File: config.mk
export PLATFORM = sky130hd
export DESIGN_NAME = sv3_adder
export DESIGN_NICKNAME = d
export VERILOG_FILES = /design/src/rtl/sv3_pkg.sv /design/src/rtl/sv3_pg.sv /design/src/rtl/sv3_tree.sv /design/src/rtl/sv3_csel.sv /design/src/rtl/sv3_adder.sv
export SDC_FILE = /design/constraint.sdc
export NUM_CORES = 1
export LEC_CHECK = 0
export BUFFER_PORTS_ARGS = -buffer_cell sky130_fd_sc_hd__clkbuf_2
export CAP_MARGIN = 20
export CORE_ASPECT_RATIO = 2
export CORE_UTILIZATION = 51
export DETAILED_ROUTE_END_ITERATION = 7
export PLACE_DENSITY = 0.91
export SYNTH_ARGS = -nofsm -noshare
export SYNTH_HDL_FRONTEND = slang
export SYNTH_SLANG_ARGS = --single-unit
File: constraint.sdc
create_clock -name vclk -period 7.6
set_input_delay 0.76 -clock vclk [all_inputs]
set_output_delay 0.76 -clock vclk [all_outputs]
set_load 0.02 [all_outputs]
File: src/rtl/sv3_pkg.sv
package sv3_pkg;

    // Number of radix-3 merge levels needed to span n elements.
    function automatic int clog3(input int n);
        int lv;
        int span;
        lv   = 0;
        span = 1;
        while (span < n) begin
            span = span * 3;
            lv   = lv + 1;
        end
        return lv;
    endfunction

    // 3 raised to e.
    function automatic int pow3(input int e);
        int r;
        r = 1;
        for (int i = 0; i < e; i++) r = r * 3;
        return r;
    endfunction

    // Generate term of a three-span merge; index 2 is the most significant span.
    function automatic logic gen3(input logic g2, input logic p2,
                                  input logic g1, input logic p1,
                                  input logic g0);
        return g2 | (p2 & g1) | (p2 & p1 & g0);
    endfunction

    // Propagate term of a three-span merge.
    function automatic logic prop3(input logic p2, input logic p1, input logic p0);
        return p2 & p1 & p0;
    endfunction

endpackage

File: src/rtl/sv3_pg.sv
module sv3_pg #(
    parameter int WIDTH = 64
) (
    input  logic [WIDTH-1:0] a,
    input  logic [WIDTH-1:0] b,
    output logic [WIDTH-1:0] g,
    output logic [WIDTH-1:0] p
);
    // Bitwise generate and propagate; xor propagate doubles as the half-sum.
    assign g = a & b;
    assign p = a ^ b;
endmodule

File: src/rtl/sv3_tree.sv
module sv3_tree
    import sv3_pkg::*;
#(
    parameter int NBLK = 21
) (
    input  logic [3*NBLK-2:0] g,
    input  logic [3*NBLK-2:0] p,
    input  logic              cin,
    output logic [NBLK-1:0]   carry
);
    localparam int EXTW = 3 * NBLK;
    localparam int LVL  = clog3(NBLK);

    // Extended vectors: position 0 is a virtual bit carrying cin as a generate.
    logic [EXTW-1:0] gx;
    logic [EXTW-1:0] px;
    assign gx = {g, cin};
    assign px = {p, 1'b0};

    logic [NBLK-1:0] gl [0:LVL];
    logic [NBLK-1:0] pl [0:LVL-1];

    // Leaf level: block k spans extended positions 3k+2..3k.
    for (genvar k = 0; k < NBLK; k++) begin : g_leaf
        assign gl[0][k] = gen3(gx[3*k+2], px[3*k+2], gx[3*k+1], px[3*k+1], gx[3*k]);
        assign pl[0][k] = prop3(px[3*k+2], px[3*k+1], px[3*k]);
    end

    // Kogge-Stone style merge levels with stride 3^(l-1).
    for (genvar l = 1; l <= LVL; l++) begin : g_lvl
        localparam int D = pow3(l - 1);
        for (genvar j = 0; j < NBLK; j++) begin : g_node
            if (j >= 2 * D) begin : g_full
                assign gl[l][j] = gen3(gl[l-1][j], pl[l-1][j],
                                       gl[l-1][j-D], pl[l-1][j-D],
                                       gl[l-1][j-2*D]);
                if (l < LVL) begin : g_p
                    assign pl[l][j] = prop3(pl[l-1][j], pl[l-1][j-D], pl[l-1][j-2*D]);
                end
            end else if (j >= D) begin : g_pair
                assign gl[l][j] = gen3(gl[l-1][j], pl[l-1][j],
                                       gl[l-1][j-D], pl[l-1][j-D], 1'b0);
                if (l < LVL) begin : g_p
                    assign pl[l][j] = prop3(pl[l-1][j], pl[l-1][j-D], 1'b1);
                end
            end else begin : g_pass
                assign gl[l][j] = gl[l-1][j];
                if (l < LVL) begin : g_p
                    assign pl[l][j] = pl[l-1][j];
                end
            end
        end
    end

    // Block k's prefix is the carry into bit 3k+2.
    assign carry = gl[LVL];
endmodule

File: src/rtl/sv3_csel.sv
module sv3_csel #(
    parameter int GW = 3
) (
    input  logic [GW-1:0] g,
    input  logic [GW-1:0] p,
    output logic [GW-1:0] s0,
    output logic [GW-1:0] s1,
    output logic          co0,
    output logic          co1
);
    // Two short ripples run side by side: incoming carry 0 and incoming carry 1.
    always_comb begin : rip
        logic c0;
        logic c1;
        c0 = 1'b0;
        c1 = 1'b1;
        for (int i = 0; i < GW; i++) begin
            s0[i] = p[i] ^ c0;
            s1[i] = p[i] ^ c1;
            c0    = g[i] | (p[i] & c0);
            c1    = g[i] | (p[i] & c1);
        end
        co0 = c0;
        co1 = c1;
    end
endmodule

File: src/rtl/sv3_adder.sv
module sv3_adder #(
    parameter int WIDTH = 64
) (
    input  logic [WIDTH-1:0] a,
    input  logic [WIDTH-1:0] b,
    input  logic             cin,
    output logic [WIDTH-1:0] sum,
    output logic             cout
);
    localparam int NBLK = (WIDTH - 3) / 3 + 1;
    localparam int NGRP = NBLK + 1;

    logic [WIDTH-1:0] g;
    logic [WIDTH-1:0] p;
    logic [NBLK-1:0]  tree_c;
    logic [NGRP-1:0]  gsel;
    logic [NGRP-1:0]  grp_co;

    sv3_pg #(.WIDTH(WIDTH)) u_pg (
        .a (a),
        .b (b),
        .g (g),
        .p (p)
    );

    sv3_tree #(.NBLK(NBLK)) u_tree (
        .g     (g[3*NBLK-2:0]),
        .p     (p[3*NBLK-2:0]),
        .cin   (cin),
        .carry (tree_c)
    );

    // Group 0 is chosen by cin, group k by the tree carry into bit 3k-1.
    assign gsel = {tree_c, cin};

    for (genvar k = 0; k < NGRP; k++) begin : g_grp
        localparam int LO = (k == 0) ? 0 : 3 * k - 1;
        localparam int HI = (k == 0) ? 1 : ((3 * k + 1 > WIDTH - 1) ? WIDTH - 1 : 3 * k + 1);
        localparam int GW = HI - LO + 1;
        logic [GW-1:0] s0;
        logic [GW-1:0] s1;
        logic          co0;
        logic          co1;

        sv3_csel #(.GW(GW)) u_cs (
            .g   (g[HI:LO]),
            .p   (p[HI:LO]),
            .s0  (s0),
            .s1  (s1),
            .co0 (co0),
            .co1 (co1)
        );

        assign sum[HI:LO] = gsel[k] ? s1 : s0;
        assign grp_co[k]  = gsel[k] ? co1 : co0;
    end

    assign cout = grp_co[NGRP-1];
endmodule

* Word level (Yosys, flattened, before mapping) *
Index checks and enable logic that the tools add are counted.

storage, ports and cells
  register bits = 0
  logic and storage cells = 603
  bits of input ports = 129

operators by class
  muxes and demuxes = 23
  bitwise logic cells = 580

operators by type and width
  cell            count
  $and 1x1->1     279
  $or 1x1->1      193
  $xor 1x1->1     84
  $and 64x64->64  1
  $xor 64x64->64  1
  $mux 3          20
  $not 1->1       22
  $mux 2          2
  $mux 1          1

* Depth between registers and ports, before layout *
  depth after elaboration = 14
  depth in mapped cells = 13

* Modules after synthesis *
From an unflattened synthesis, not the netlist that was laid out.

unflattened totals
  cells, all modules = 497
  area, all modules = 4,297.9 um2

by module, submodules not included
  module                         area an instance (um2)  cells each  instances
  sv3_csel (g_grp[10].u_cs ...)  92.6                    11          20
  sv3_tree                       803.3                   134         1
  sv3_pg                         800.8                   64          1
  sv3_adder                      732.0                   65          1
  sv3_csel (g_grp[0].u_cs ...)   55.1                    7           2

* Worst setup path after synthesis *
Ideal clock, no wire load.

  kind = input -> output
  from = input a[19]
  to = output sum[61]
  required time = 6.840 ns
  cell stages on the path = 11
  path slack = 3.395 ns
  arrival = 3.445 ns
  buffers on the path = 0
  cells stage by stage = ha_1 and2_2 nand2_2 or4_1 o22ai_2 nor3_1 o31ai_2 a21boi_1 mux2i_1 fa_1 xor2_1

between the ends
  longest elaborated chain between the ends = 14
  elaborated cells between the ends (all ways) = 26
  classes of those cells = mux (1); bitwise (25)

ends and longest elaborated chain
  item                                              RTL line                      source
  start: declaration                                sv3_adder.sv:4                input logic [WIDTH-1:0] a,
  $xor 64x64->64                                    sv3_pg.sv:11                  assign p = a ^ b;
  $and 1x1->1 (on tied branches)                    sv3_pkg.sv:28, sv3_pkg.sv:33
  $or 1x1->1 / $and 1x1->1 (equally long branches)  sv3_pkg.sv:28                 return g2 | (p2 & g1) | (p2 & p1 & g0);
  $or 1x1->1                                        sv3_pkg.sv:28
  $and 1x1->1                                       sv3_pkg.sv:28
  $or 1x1->1 (2 in a row)                           sv3_pkg.sv:28
  $and 1x1->1                                       sv3_pkg.sv:28
  $or 1x1->1 (2 in a row)                           sv3_pkg.sv:28
  $and 1x1->1                                       sv3_pkg.sv:28
  $or 1x1->1                                        sv3_pkg.sv:28
  $or 1x1->1 *                                      sv3_pkg.sv:28
  $mux 3 *                                          sv3_adder.sv:54               assign sum[HI:LO] = gsel[k] ? s1 : s0;
  end: declaration                                  sv3_adder.sv:7                output logic [WIDTH-1:0] sum,

Mark *: on every way between the ends. The rest lies on a longest branch, timed or not.

* Final worst setup path *
  from = input b[5]
  to = output sum[54]

between the ends
  longest elaborated chain between the ends = 10
  elaborated cells between the ends (all ways) = 15
  classes of those cells = mux (1); bitwise (14)

ends and longest elaborated chain
  item                                                           RTL line                      source
  start: declaration                                             sv3_adder.sv:5                input logic [WIDTH-1:0] b,
  $and 64x64->64 / $xor 64x64->64 (equally long branches)        sv3_pg.sv:10, sv3_pg.sv:11
  $and 1x1->1 (on tied branches)                                 sv3_pkg.sv:28, sv3_pkg.sv:33
  $or 1x1->1 / $and 1x1->1 (equally long branches) (2 in a row)  sv3_pkg.sv:28
  $or 1x1->1 *                                                   sv3_pkg.sv:28
  $and 1x1->1 *                                                  sv3_pkg.sv:28
  $or 1x1->1 *                                                   sv3_pkg.sv:28
  $and 1x1->1 *                                                  sv3_pkg.sv:28
  $or 1x1->1 *                                                   sv3_pkg.sv:28
  $mux 3 *                                                       sv3_adder.sv:54

Marked as above.

==> results by group <==
Critical path
  • Worst path arrival time: slightly below 4 ns
  • Startpoint Class: primary input
  • WP depth: 13
  • Largest fanout on the critical path: 4
  • CP delay by family, top: compound AO/OA/AOI/OAI gates
  • Max incr delay on CP: 0.48 ns
  • Most used cell, CP: clkbuf_2
  • WP data required: 6.84 ns
  • CP Capture Type: output port
  • WS Path Type: in -> out
  • Worst Path Buf+Inv: 3
  • CP cell instances: clkbuf_2 > inv_1 > ha_1 > nand3_1 > or2_2 > o22a_1 > a211o_1 > o311ai_1 > nor2_1 > o21ai_2 > mux2i_1 > fa_1 > clkbuf_2
  • Highest-delay cell along the critical path: fa_1

Finish
  • Layout cells sized above 1: between 30% and 40%
  • Diodes inserted: 0
  • P&R area growth vs syn: 31.45%
  • Fillers: approximately 530
  • Layout net count: 858
  • Multi-input gate area: 3105 um2
  • Clk_buf instances: 0
  • FF+latch count: 0
  • Sequential cell area: 0 um2

Pwr
  • PwrDens: ~110 nW/um2
  • Net Sw Power: 0.2956 mW
  • Leak: roughly 2.7 nW
  • Power, Total: about 0.48 mW
  • Combinational power share: 100.0%
  • Sw Share: about three fifths
  • Clk pwr share: 0%
  • Peak supply drop: between 0.00006 and 0.00007 V
  • Reg power frac: 0%
  • Int Pwr: ~0.19 mW

Die
  • Die W: approximately 60 um
  • Rows: 41
  • Die area: between 7000 and 8000 um2
  • Core Footprint: 6412 um2
  • I/O Pins: between 150 and 200
  • Initial Util: 53.29%
  • Die Y: 117.8 um

Min path
  • Hold path depth: 3
  • Hold Path End: sum[0]
  • Hold Crit Start: cin
  • Hold WC Path Type: in -> out

Timing
  • Unrepaired setup endpoints after global routing: false
  • Max-slew headroom: 58.79%
  • Fin crit share: approximately three fifths
  • Fmax achieved: between 200 and 250 MHz
  • Final Hold Viols: 0
  • Fin crit period: roughly 4.7 ns
  • Setup-failing EPs final: 0
  • Final Max Tran Viols: 0
  • Setup TNS: 0 ns
  • Hold_ws: 1.856 ns
  • Slew @ Worst Pin: 0.6116 ns

GRT
  • Tot GR Track Use: a little over a quarter
  • Pin count of the biggest net entering global routing: 9
  • Initial antenna violation count: 0
  • First-pass GRT wire length: approximately 16 mm
  • Vias in the first global route: just under 4000
  • Total gr overflow: 0

Outcome
  • Outcome: finished, final reports clean

Route
  • Initial DRC count: around 110
  • Routed vias/inst: between 5 and 6
  • Total number of vias: approximately 3800
  • ANT nets after route: 0
  • WL final: 9.756 mm
  • First drt pass iteration count: 4
  • Drt drc: 0
  • Wirelength per Cell: 13.80 um

Logic synthesis
  • Synth warnings: 0
  • Post-Syn Instances: between 400 and 500
  • Post-Syn Area: 3417 um2
  • Netlist cell types: 47
  • Post-synthesis average cell area: between 7 and 8 um2
  • Post-Syn Nets: 663
  • Sequential share of the synthesized area: 0%

Clock network
  • Hold_buf cts: 0
  • Gates resized, CTS repair: 0
  • Post-CTS Setup Inserts: 0

Placement
  • GPL Wtd Cong: 0.9028
  • PortBufs: 194
  • Post-DP HPWL: around 9.0 mm

Run
  • Max-Cap Viols: 0
==> worst max path at each step <==
stage	start	endpoint
finish	b[5]	sum[54]
global route	a[12]	sum[61]
CTS	b[5]	sum[54]
detailed placement	b[5]	sum[54]
global placement	a[5]	sum[54]
floorplan	a[19]	sum[61]
==> synthesized netlist by cell type (all sizes together), types with 2 or more instances <==
cell	number	area, um2
a2111oi	2	23.77
a211o	3	26.28
a21boi	6	45.04
a21o	18	135.1
a21oi	29	148.9
a221o	2	20.02
a221oi	2	17.52
a31oi	7	58.81
and2	6	38.79
and3	12	75.07
fa	21	420.4
ha	85	1064
inv	82	307.8
mux2i	12	120.1
nand2	13	51.30
nand2b	4	25.02
nand3	22	110.1
nand4	2	12.51
nor2	20	77.58
o211ai	2	15.01
o21a	3	22.52
o21ai	15	78.82
o221a	2	22.52
or2	2	12.51
or3	2	12.51
xnor2	21	183.9
xor2	21	183.9
==> worst min-delay path: cells and delay by family <==
family | cells | cell delay [ns]
XOR/XNOR | 1 | 0.07
buffers and inverters | 2 | 0.27
==> final cells by class <==
cell class | count | area share [%]
repair buffers | 194 | 21.62
multi-input cells | 345 | 69.14
well taps | 86 | 2.396
inverters | 82 | 6.852
==> metal layers <==
layer  up-vias  GRT usage [%]  part of all wire (%)  wire (um)
li1       1853              -                     -          -
met1      1750          25.65                    34       3306
met2       135          55.49                    58       5692
met3        38          2.088                   3.7        359
met4         0          11.19                   4.1        398
met5         -              0                     0          0
==> cell usage in the layout, fill, tap and decap left out, drive strengths merged, types with 13 or more instances in the layout <==
cell,instances
a21oi,29
ha,85
nand2,13
o21ai,15
a21o,18
nand3,22
fa,21
inv,82
xnor2,21
xor2,21
clkbuf,194
nor2,20
==> metrics by stage <==
step                      instances  instance area, um2  util [%]  worst slack, ns
final                           707                4492     70.05            2.941
after global routing            707                4492     70.05            2.703
after CTS                       707                4492     70.05            2.947
after detailed placement        707                4492     70.05            2.950
after global placement          707                4492     70.05            3.097
after floorplan                 428                3417         -            3.395
==> power by group through the flow <==
stage	Combinational (mW)	Clock [mW]	Sequential, mW
floorplan	0.324	0	0
global placement	0.466	0	0
detailed placement	0.483	0	0
CTS	0.485	0	0
global route	0.527	0	0
finish	0.484	0	0
==> logic make-up after synthesis <==
kind of cell	Yosys count	synth area share, %
buf+inv	83	9.118
mux	12	3.515
xor+xnor	42	10.77
fa+ha+maj	106	43.43
simple gates	87	13.15
compound gates	98	20.03
Power figures use the tool's default switching activity.
